<file path="config.mk">
export PLATFORM = sky130hd
export DESIGN_NAME = split_sec_counter
export DESIGN_NICKNAME = d
export VERILOG_FILES = /design/src/rtl/ssc_pkg.sv /design/src/rtl/ssc_rate_trim.sv /design/src/rtl/ssc_prescaler.sv /design/src/rtl/split_sec_counter.sv
export SDC_FILE = /design/constraint.sdc
export NUM_CORES = 1
export LEC_CHECK = 0
export ABC_AREA = 1
export BUFFER_PORTS_ARGS = -buffer_cell sky130_fd_sc_hd__buf_4
export CAP_MARGIN = 20
export CORE_MARGIN = 2
export CORE_UTILIZATION = 55
export DETAILED_ROUTE_END_ITERATION = 6
export PLACE_DENSITY = 0.82
export RECOVER_POWER = 25
export SLEW_MARGIN = 20
export SYNTH_ARGS = -nofsm -noshare
export SYNTH_HDL_FRONTEND = slang
export SYNTH_HIERARCHICAL = 1
export SYNTH_SLANG_ARGS = --single-unit
</file>
<file path="constraint.sdc">
create_clock -name clk -period 11.8 [get_ports clk]
set_clock_uncertainty 0.15 [all_clocks]
set_input_delay 1.18 -clock clk [delete_from_list [all_inputs] [get_ports clk]]
set_output_delay 1.18 -clock clk [all_outputs]
set_load 0.03 [all_outputs]
</file>
<file path="src/rtl/ssc_pkg.sv">
package ssc_pkg;
    localparam int ADDR_W = 8;
    localparam logic [ADDR_W-1:0] ADDR_SEC_LO = 8'h08;
    localparam logic [ADDR_W-1:0] ADDR_SEC_HI = 8'h0C;
    localparam logic [ADDR_W-1:0] ADDR_TRIM   = 8'h10;
    localparam logic [ADDR_W-1:0] ADDR_CTRL   = 8'h50;
    localparam int               MODE_LSB    = 24;
    localparam logic [1:0]       MODE_FREEZE = 2'd2;
    // tick weight: 0 dropped, 1 normal, 2 counted twice
    localparam logic [1:0]       STEP_DROP   = 2'd0;
    localparam logic [1:0]       STEP_ONE    = 2'd1;
    localparam logic [1:0]       STEP_TWO    = 2'd2;
endpackage

</file>
<file path="src/rtl/ssc_rate_trim.sv">
module ssc_rate_trim #(
    parameter int TICKS_PER_SEC = 32768,
    parameter int SECS_PER_HOUR = 3600,
    parameter int CAL_W         = 32
) (
    input  logic             clk,
    input  logic             rst_n,
    input  logic             tick_en,
    input  logic [CAL_W-1:0] trim,
    output logic [1:0]       step
);
    import ssc_pkg::*;

    localparam int unsigned TPH   = TICKS_PER_SEC * SECS_PER_HOUR;
    localparam int          ACC_W = $clog2(TPH);
    localparam int          SW    = CAL_W + 1;
    localparam logic [SW-1:0] TPH_W   = SW'(TPH);
    localparam logic [SW-1:0] MAG_MAX = SW'(TPH - 1);

    typedef struct packed {
        logic [ACC_W-1:0] acc;
    } trim_st_t;

    trim_st_t    st_d, st_q;
    logic [SW-1:0] mag_raw, mag, sum;

    always_comb begin
        mag_raw = trim[CAL_W-1] ? (SW'(0) - {trim[CAL_W-1], trim}) : {1'b0, trim};
        mag     = (mag_raw > MAG_MAX) ? MAG_MAX : mag_raw;
        sum     = SW'(st_q.acc) + mag;
        st_d    = st_q;
        step    = STEP_DROP;
        if (tick_en) begin
            if (sum >= TPH_W) begin
                st_d.acc = ACC_W'(sum - TPH_W);
                step     = trim[CAL_W-1] ? STEP_TWO : STEP_DROP;
            end else begin
                st_d.acc = ACC_W'(sum);
                step     = STEP_ONE;
            end
        end
    end

    always_ff @(posedge clk) begin
        if (!rst_n) st_q <= '0;
        else        st_q <= st_d;
    end


    acc_range_chk: assert property (@(posedge clk) disable iff (!rst_n)
        SW'(st_q.acc) < TPH_W);


    step_legal_chk: assert property (@(posedge clk) disable iff (!rst_n)
        step != 2'd3);
endmodule

</file>
<file path="src/rtl/ssc_prescaler.sv">
module ssc_prescaler #(
    parameter int TICKS_PER_SEC = 32768
) (
    input  logic       clk,
    input  logic       rst_n,
    input  logic [1:0] step,
    input  logic       restart,
    output logic       sec_pulse
);
    localparam int PRE_W = $clog2(TICKS_PER_SEC);
    localparam int SUM_W = PRE_W + 2;
    localparam logic [SUM_W-1:0] TPS_W = SUM_W'(TICKS_PER_SEC);

    typedef struct packed {
        logic [PRE_W-1:0] phase;
    } pre_st_t;

    pre_st_t        st_d, st_q;
    logic [SUM_W-1:0] sum;

    always_comb begin
        sum       = SUM_W'(st_q.phase) + SUM_W'(step);
        st_d      = st_q;
        sec_pulse = 1'b0;
        if (restart) begin
            st_d.phase = '0;
        end else if (sum >= TPS_W) begin
            st_d.phase = PRE_W'(sum - TPS_W);
            sec_pulse  = 1'b1;
        end else begin
            st_d.phase = PRE_W'(sum);
        end
    end

    always_ff @(posedge clk) begin
        if (!rst_n) st_q <= '0;
        else        st_q <= st_d;
    end


    phase_range_chk: assert property (@(posedge clk) disable iff (!rst_n)
        SUM_W'(st_q.phase) < TPS_W);


    restart_chk: assert property (@(posedge clk) disable iff (!rst_n)
        restart |=> st_q.phase == '0);
endmodule

</file>
<file path="src/rtl/split_sec_counter.sv">
module split_sec_counter #(
    parameter int TICKS_PER_SEC = 32768,
    parameter int SECS_PER_HOUR = 3600,
    parameter int SEC_W         = 48,
    parameter int DATA_W        = 32
) (
    input  logic              clk,
    input  logic              rst_n,
    input  logic              tick_en,
    input  logic              bus_wr,
    input  logic              bus_rd,
    input  logic [7:0]        bus_addr,
    input  logic [DATA_W-1:0] bus_wdata,
    output logic [DATA_W-1:0] bus_rdata
);
    import ssc_pkg::*;

    localparam int HI_W = SEC_W - DATA_W;

    typedef struct packed {
        logic [SEC_W-1:0]  sec;
        logic [HI_W-1:0]   hi_snap;
        logic              frozen;
        logic [1:0]        mode;
        logic [DATA_W-1:0] trim;
    } top_st_t;

    top_st_t st_d, st_q;
    logic    wr_lo, wr_hi, wr_trim, wr_ctrl, rd_lo, rd_hi;
    logic [1:0] step;
    logic    sec_pulse;
    logic [HI_W-1:0] hi_view;

    assign wr_lo   = bus_wr && (bus_addr == ADDR_SEC_LO);
    assign wr_hi   = bus_wr && (bus_addr == ADDR_SEC_HI);
    assign wr_trim = bus_wr && (bus_addr == ADDR_TRIM);
    assign wr_ctrl = bus_wr && (bus_addr == ADDR_CTRL);
    assign rd_lo   = bus_rd && (bus_addr == ADDR_SEC_LO);
    assign rd_hi   = bus_rd && (bus_addr == ADDR_SEC_HI);

    ssc_rate_trim #(
        .TICKS_PER_SEC (TICKS_PER_SEC),
        .SECS_PER_HOUR (SECS_PER_HOUR),
        .CAL_W         (DATA_W)
    ) u_trim (
        .clk     (clk),
        .rst_n   (rst_n),
        .tick_en (tick_en),
        .trim    (st_q.trim),
        .step    (step)
    );

    ssc_prescaler #(
        .TICKS_PER_SEC (TICKS_PER_SEC)
    ) u_pre (
        .clk       (clk),
        .rst_n     (rst_n),
        .step      (step),
        .restart   (wr_lo || wr_hi),
        .sec_pulse (sec_pulse)
    );

    always_comb begin
        st_d = st_q;
        // time load beats the per-second increment
        if (wr_lo) begin
            st_d.sec[DATA_W-1:0] = bus_wdata;
        end else if (wr_hi) begin
            st_d.sec[SEC_W-1:DATA_W] = bus_wdata[HI_W-1:0];
        end else if (sec_pulse) begin
            st_d.sec = st_q.sec + SEC_W'(1);
        end
        if (wr_trim) st_d.trim = bus_wdata;
        if (wr_ctrl) st_d.mode = bus_wdata[MODE_LSB+1:MODE_LSB];
        // capture handling
        if ((st_q.mode != MODE_FREEZE) || rd_hi || wr_hi) st_d.frozen = 1'b0;
        if (rd_lo && (st_q.mode == MODE_FREEZE)) begin
            st_d.frozen  = 1'b1;
            st_d.hi_snap = st_q.sec[SEC_W-1:DATA_W];
        end
    end

    always_comb begin
        hi_view   = st_q.frozen ? st_q.hi_snap : st_q.sec[SEC_W-1:DATA_W];
        bus_rdata = '0;
        if (bus_rd) begin
            case (bus_addr)
                ADDR_SEC_LO: bus_rdata = st_q.sec[DATA_W-1:0];
                ADDR_SEC_HI: bus_rdata = {{(DATA_W-HI_W){1'b0}}, hi_view};
                ADDR_TRIM:   bus_rdata = st_q.trim;
                ADDR_CTRL:   bus_rdata[MODE_LSB +: 2] = st_q.mode;
                default:     bus_rdata = '0;
            endcase
        end
    end

    always_ff @(posedge clk) begin
        if (!rst_n) st_q <= '0;
        else        st_q <= st_d;
    end


    wrap_chk: assert property (@(posedge clk) disable iff (!rst_n)
        (&st_q.sec && sec_pulse) |=> st_q.sec == '0);


    frz_capture_chk: assert property (@(posedge clk) disable iff (!rst_n)
        (rd_lo && st_q.mode == MODE_FREEZE)
            |=> (st_q.frozen && st_q.hi_snap == $past(st_q.sec[SEC_W-1:DATA_W])));


    frz_release_chk: assert property (@(posedge clk) disable iff (!rst_n)
        rd_hi |=> !st_q.frozen);


    no_frz_chk: assert property (@(posedge clk) disable iff (!rst_n)
        (st_q.mode != MODE_FREEZE) |=> !st_q.frozen);


    hi_resv_chk: assert property (@(posedge clk) disable iff (!rst_n)
        rd_hi |-> bus_rdata[DATA_W-1:HI_W] == '0);


    hi_load_chk: assert property (@(posedge clk) disable iff (!rst_n)
        wr_hi |=> st_q.sec[SEC_W-1:DATA_W] == $past(bus_wdata[HI_W-1:0]));
endmodule

</file>
==> flow_metrics.py, run 1 <==
metrics = {
    "timing": {
        "fin_setup_tns_ns": 0,
        "period_needed_ns": 8.24,
        "slew_violations": 157,
        "rsz0062_at_grt": "no",
        "max_freq_ghz": 0.121,
        "finalCritPeriodShare_pct": 69.8,
        "final-hold-violation-count": 0,
        "layout_setup_ws_ns": 3.56,
        "setup_viol": 0,
        "relSlewSlack_pct": -83.5,
        "tightest_slew_ns": 2.75,
    },
    "synthesis": {
        "syn_area_um2": 11800,
        "ys_seq_elements": 141,
        "synth_top_cell_by_area": "dfxtp_1",
        "synth_cell_types": 48,
        "netlist.area_leader.share_pct": 23.9,
        "yosysWarnings": 6,
        "avgSynthCellArea_um2": 5.80,
        "ys_top_cells_by_area": "dfxtp_1 (24%), nand2_1 (20%), nor2_1 (8.6%)",
        "synthesis.nets": 2114,
        "ys_seq_area_share_pct": 23.9,
        "postSynthCellCount": 2035,
    },
    "clocking": {
        "cts_repair_resize_count": 0,
        "clkLatencyLatePin_ns": 0.43,
        "path_clk_slew_ns": 0.06,
        "numCtsBuffers": 17,
        "cts-root-buf": "clkbuf_16",
        "cts_setup_buffers": 0,
        "hold_buffers": 0,
        "cts_tree": "built",
        "htree_num_levels": 4,
        "ctsLongestPathBuffers": 2,
        "cts_sinks": 141,
    },
    "die": {
        "chipHeight_um": 150,
        "core_um2": 21000,
        "row_count": 53,
        "initial_utilization_pct": 56.1,
        "die-area_um2": 22600,
        "die_w_um": 150,
        "io_pins": 77,
    },
    "worst_setup_path": {
        "critPathLaunchType": "flip-flop",
        "reg2reg_slack_ns": 3.56,
        "end_kind": "flip-flop",
        "cp_max_fo": 28,
        "cpPeakStageDelay_ns": 0.74,
        "arrival_ns": 8.42,
        "cp_common_cell": "nor2_1",
        "worstPathRequired_ns": 11.98,
        "critPathSlowestCell": "dfxtp_1",
        "path_class": "reg -> reg",
    },
    "global_route": {
        "grt_pass1_wl_mm": 63.5,
        "grtUsageTotal_pct": 35.8,
        "grt_pass1_vias": 12414,
        "grt.overflow.total": 0,
        "antenna_found_initial": 0,
        "grt_max_degree": 62,
    },
    "cells_and_area": {
        "regArea_um2": 2820,
        "finish.net_count": 2151,
        "area_growth_pct": 10.5,
        "n_antenna_cell": 0,
        "drive_gt1_share_pct": 9.35,
        "multiInputGateArea_um2": 7600,
        "fillers": 2077,
    },
    "drt": {
        "drt_iter0_markers": 1230,
        "firstDrtPassIters": 5,
        "wirelength_mm": 40.4,
        "drc": 0,
        "antenna_left": 0,
        "vias": 13327,
        "vias_per_cell": 5.65,
        "wire_per_inst_um": 17.1,
    },
    "status": {
        "violations": "max-capacitance violations, max-slew violations",
        "outcome": "complete, but fails checks",
    },
    "placed_design": {
        "port_buffers": 76,
        "dp_hpwl_mm": 30.1,
        "gp_congestion": 1.02,
        "dp_slack_ns": 3.87,
    },
    "flow_run": {
        "max_cap_violations": 3,
    },
    "pwr": {
        "power_leakage_nw": 6.41,
        "powerDensity_nw_per_um2": 90.4,
        "ir_worst_vdd_uv": 88.6,
    },
    "min_path": {
        "hold_class": "reg -> reg",
    },
}
-- synthesized netlist by cell type, drive strengths merged --
| cell | instances |
|---|---|
| ha | 32 |
| o221ai | 1 |
| nand3 | 169 |
| o21ai | 94 |
| dfxtp | 141 |
| nor3 | 45 |
| nand4 | 36 |
| o21a | 1 |
| buf | 30 |
| a21oi | 93 |
| o2111ai | 1 |
| a31oi | 9 |
| xnor2 | 16 |
| clkbuf | 32 |
| xor2 | 47 |
| o21bai | 1 |
| a31o | 1 |
| nor4 | 7 |
| nor2 | 303 |
| or2 | 1 |
| clkinv | 4 |
| nand3b | 12 |
| nand2 | 657 |
| a211oi | 1 |
| o211ai | 19 |
| and3 | 1 |
| inv | 276 |
| and2 | 3 |
| fa | 2 |
-- cells by family (layout without fill, tap and decap cells) --
kind of cell    after synthesis  in the layout  synth area share (%)
flops                       141            141                  23.9
fa+ha+maj                    34             34                  3.73
xor+xnor                     63             63                  4.68
buf+inv                     342            392                  11.7
compound gates              221            221                  10.1
simple gates               1234           1234                  45.8
-- worst max-delay path: cells and delay by family, from the launching register on --
kind / cells / cell delay [ns]
AND/OR/NAND/NOR: 29 / 4.96
buffers and inverters: 7 / 1.18
adder cells (fa/ha/maj): 3 / 0.78
flip-flops: 1 / 0.74
XOR/XNOR: 1 / 0.17
AO/OA/AOI/OAI: 1 / 0.11
-- worst paths after layout --
check,cells after the start,start,endpoint
max,41,st_q[31],st_q[69]
min,2,u_pre/st_q[12],u_pre/st_q[12]
max reg2reg,41,st_q[31],st_q[69]
min reg2reg,2,u_pre/st_q[12],u_pre/st_q[12]
-- final cells by class --
| type | instances | area share [%] |
|---|---|---|
| Clock buffer | 17 | 3.26 |
| Clock inverter | 15 | 1.54 |
| Inverter | 280 | 8.10 |
| Multi-Input combinational cell | 1552 | 58.3 |
| Sequential cell | 141 | 21.6 |
| Tap cell | 275 | 2.64 |
| Timing Repair Buffer | 80 | 4.52 |
-- per-stage QoR --
stage / cells / hold WS (ns) / area, µm² / total power [W] / utilization (%)
after global routing: 2360 / 0.320 / 13000 / 0.00121 / 62.0
after floorplan: 2035 / 0.287 / 11800 / 0.000560 / -
after CTS: 2360 / 0.310 / 13100 / 0.00118 / 62.1
after global placement: 2328 / 0.293 / 12400 / 0.000594 / 59.1
final: 2360 / 0.309 / 13000 / 0.00118 / 62.0
after detailed placement: 2328 / 0.300 / 12400 / 0.000594 / 59.1
-- per-layer routing --
| layer | share of wire (%) | up-vias | track usage [%] |
|---|---|---|---|
| met4 | 5.9 | 0 | 18.7 |
| met3 | 7.8 | 140 | 4.42 |
| li1 | - | 6502 | - |
| met5 | 0 | - | 0 |
| met2 | 47 | 657 | 62.0 |
| met1 | 39 | 6028 | 43.2 |
-- flip-flops by register name, indices dropped and copies added, names as in the netlist --
name,flops
st_q,99
u_trim/st_q,27
u_pre/st_q,15
-- power breakdown --
part	internal (W)	switching, W
logic	0.0000341	0.0000650
clock network	0.000342	0.000251
registers	0.000483	0.00000503
total	0.000858	0.000321
-- cells in the final DEF, fill, tap and decap left out, types with 5 or more instances in the layout --
master and n:
a21oi_1 91, a31oi_1 8, buf_4 76, clkbuf_16 17, clkinv_4 5, dfxtp_1 141, ha_1 32, inv_1 270
inv_2 5, nand2_1 630, nand2_2 22, nand2_4 5, nand3_1 160, nand3_2 8, nand3b_1 12, nand4_1 35
nor2_1 270, nor2_2 19, nor2_4 14, nor3_1 40, nor4_1 6, o211ai_1 19, o21ai_0 91, xnor2_1 16
xor2_1 47
Note: power is estimated with default switching activity, not from simulation.
==> run 2: changes to the inputs <==
Settings changed: ABC_AREA 1 to 0, PLACE_DENSITY 0.82 to 0.83.
Clock period 11.8 ns to 7.9 ns, I/O delays scaled along.
==> run 2 against run 1 <==
  * The run ends with design-rule violations, max-capacitance violations, max-slew violations left
  * Synthesized cell count shrank 36%
  * Global-route usage shrank 3.4 points
  * Worst hold slack gained 0.032 ns
  * Cell count shrank 32%
  * Sequential power grew 47%
  * Register-to-register slack lost 3.4 ns
  * First-iteration DRC count grew 25%
  * Die area shrank 13%
  * Routed wire length shrank 17%
  * Critical endpoint is now st_q[83]
  * Largest cell class unchanged
==> flow_metrics.py, run 2 <==
metrics = {
    "status": {
        "outcome": "complete, but fails checks",
        "violations": "design-rule violations, max-capacitance violations, max-slew violations",
    },
    "worst_setup_path": {
        "path_buf_inv": 2,
        "worstPathRequired_ns": 8.11,
        "path_delay_family": "simple AND/OR/NAND/NOR gates",
        "crit_cells": 31,
        "r2r_cells": 31,
        "timing.rr.end": "st_q[83]",
        "cp_common_cell": "or3_4",
        "cpPeakStageDelay_ns": 0.60,
        "path_class": "reg -> reg",
        "end_kind": "flip-flop",
        "critPathSlowestCell": "or4_4",
        "arrival_ns": 7.93,
        "reg2reg_slack_ns": 0.17,
        "critPathLaunchType": "flip-flop",
        "rr_startpoint": "st_q[12]",
        "cp_max_fo": 5,
    },
    "drt": {
        "drt_iter0_markers": 1540,
        "vias": 10905,
        "wl_met3_mm": 2.97,
        "antenna_left": 0,
        "wirelength_mm": 33.5,
        "drt-met1-wl_mm": 13.1,
        "drc": 8,
        "dr_wl_met2_mm": 15.8,
        "vias_per_cell": 6.77,
        "firstDrtPassIters": 7,
        "routed.top_layer": "met4",
        "wire_per_inst_um": 20.8,
    },
    "timing": {
        "relSlewSlack_pct": -15.7,
        "whs_ns": 0.341,
        "setup_viol": 0,
        "final-hold-violation-count": 0,
        "slew_violations": 103,
        "finalCritPeriodShare_pct": 97.8,
        "period_needed_ns": 7.73,
        "tightest_slew_ns": 1.74,
        "max_freq_ghz": 0.129,
    },
    "clocking": {
        "cts_sinks": 141,
        "path_clk_slew_ns": 0.07,
        "htree_num_levels": 4,
        "cts-root-buf": "clkbuf_16",
        "clkLatencyLatePin_ns": 0.43,
        "hold_buffers": 0,
        "cts_tree": "built",
        "numCtsBuffers": 17,
        "ctsLongestPathBuffers": 2,
    },
    "min_path": {
        "worstHoldStart": "st_q[12]",
        "holdPathEnd": "st_q[12]",
        "worstHoldPathCells": 2,
        "hold_class": "reg -> reg",
    },
    "die": {
        "initial_utilization_pct": 56.3,
        "row_count": 49,
        "core_um2": 18100,
        "io_pins": 77,
        "die-area_um2": 19600,
        "die_w_um": 140,
        "chipHeight_um": 140,
    },
    "global_route": {
        "grt.overflow.total": 0,
        "grt_pass1_vias": 10074,
        "grt_max_degree": 66,
        "antenna_found_initial": 0,
        "grtUsageTotal_pct": 32.4,
        "grt_pass1_wl_mm": 51.6,
    },
    "cells_and_area": {
        "top_regs": "st_q (99), u_trim/st_q (27), u_pre/st_q (15)",
        "layout_commonest_cell": "nand2_1",
        "n_antenna_cell": 0,
        "largest_register_ffs": 99,
        "regMostFlops": "st_q",
        "mostFrequentLayoutCells": "nand2_1 (178), dfxtp_1 (140), buf_4 (124)",
        "final_cells": 1611,
        "fillers": 1496,
        "finish.net_count": 1449,
        "multiInputGateArea_um2": 7220,
        "final_util_pct": 66.2,
        "fin_area_um2": 12000,
        "regArea_um2": 2820,
        "drive_gt1_share_pct": 19.5,
        "area_growth_pct": 17.7,
    },
    "synthesis": {
        "netlist.area_leader.share_pct": 27.7,
        "netlist_top_cells_count": "nand2_1 (180), dfxtp_1 (141), nor2_1 (101)",
        "synth.most_common_cell": "nand2_1",
        "synth_cell_types": 100,
        "ys_seq_area_share_pct": 27.7,
        "synthArstFlopShare_pct": 0,
        "ys_top_cells_by_area": "dfxtp_1 (28%), nand2_1 (6.6%), a21oi_1 (4.5%)",
        "syn_area_um2": 10200,
        "synth_top_cell_by_area": "dfxtp_1",
        "synthFlopType": "dfxtp_1",
        "avgSynthCellArea_um2": 7.80,
        "yosysWarnings": 6,
        "ys_seq_elements": 141,
        "postSynthCellCount": 1305,
        "synthesis.nets": 1384,
        "synth-edff-count": 0,
    },
    "placed_design": {
        "place_area_um2": 11000,
        "dpl.cell_count": 1566,
        "gp_congestion": 0.955,
        "dp_hpwl_mm": 22.9,
        "port_buffers": 76,
    },
    "pwr": {
        "power_leakage_nw": 4.39,
        "powerDensity_nw_per_um2": 139,
        "ir_worst_vdd_uv": 153,
    },
    "flow_run": {
        "max_cap_violations": 3,
    },
}
-- run 2: cell types whose count changed in the layout (fill, tap and decap cells not counted), sizes merged, moves of 17 or more --
| cell | delta |
|---|---|
| nor4 | +17 |
| nor2b | +39 |
| nand3 | -121 |
| o21ai | -42 |
| a22oi | +20 |
| o31ai | +20 |
| inv | -262 |
| or3 | +19 |
| nand2 | -477 |
| mux2i | +38 |
| nor2 | -202 |
| a222oi | +18 |
| buf | +50 |
-- run 2: worst max-delay path by stage --
stage / from / to / slack [ns]
after global placement: st_q[4] / st_q[98] / 0.17
after CTS: st_q[12] / st_q[90] / 0.0004
after global routing: st_q[12] / st_q[84] / -0.1
after detailed placement: st_q[4] / st_q[90] / -0.16
after floorplan: st_q[10] / st_q[83] / 0.34
final: st_q[12] / st_q[83] / 0.17
-- run 2: area by class of cell --
| class | count | area share [%] |
|---|---|---|
| Timing Repair Buffer | 130 | 8.12 |
| Sequential cell | 141 | 23.6 |
| Clock inverter | 12 | 1.36 |
| Clock buffer | 19 | 3.62 |
| Inverter | 18 | 0.564 |
| Tap cell | 229 | 2.39 |
| Multi-Input combinational cell | 1062 | 60.4 |
-- run 2: cells by family (layout without fill, tap and decap cells) --
family	after synthesis	in the layout	synth area share [%]
simple gates	563	565	28.7
compound gates	331	331	22.5
flops	141	141	27.7
buf+inv	104	179	4.46
xor+xnor	78	78	6.79
mux	54	54	5.51
fa+ha+maj	34	34	4.33
-- run 2: power breakdown --
part / total, W / internal (W) / switching (W) / leakage, nW
Sequential: 0.000719 / 0.000715 / 0.00000341 / 1.14
Combinational: 0.000106 / 0.0000425 / 0.0000639 / 2.97
Clock: 0.000835 / 0.000498 / 0.000337 / 0.284
-- run 2: timing repair --
action / in CTS / in global routing
setup endpoints to repair: 23 / 48
setup buffers: 1 / 11
gates cloned: 0 / 2
resized for setup: 9 / 59
pin swaps: 1 / 24
-- run 2: worst register-to-register path, delay by kind of cell, from the launching register on --
kind            cells  cell delay [ns]
compound gates     10             2.00
flops               1             0.34
buf+inv             2             0.32
fa+ha+maj           3             0.79
simple gates       16             4.07
-- run 2: routing by layer --
| metal | track usage (%) | vias up |
|---|---|---|
| met1 | 40.8 | 5085 |
| li1 | - | 4961 |
| met5 | 0 | - |
| met3 | 5.50 | 168 |
| met2 | 54.1 | 691 |
| met4 | 15.4 | 0 |
-- run 2: per-stage QoR --
step	setup slack, ns	setup TNS (ns)	power, W
2_1_floorplan	0.337	0	0.000790
5_1_grt	-0.0981	-0.291	0.00170
3_5_place_dp	-0.163	-1.47	0.000833
6_report	0.174	0	0.00166
3_3_place_gp	0.166	0	0.000832
4_1_cts	0.000351	0	0.00165
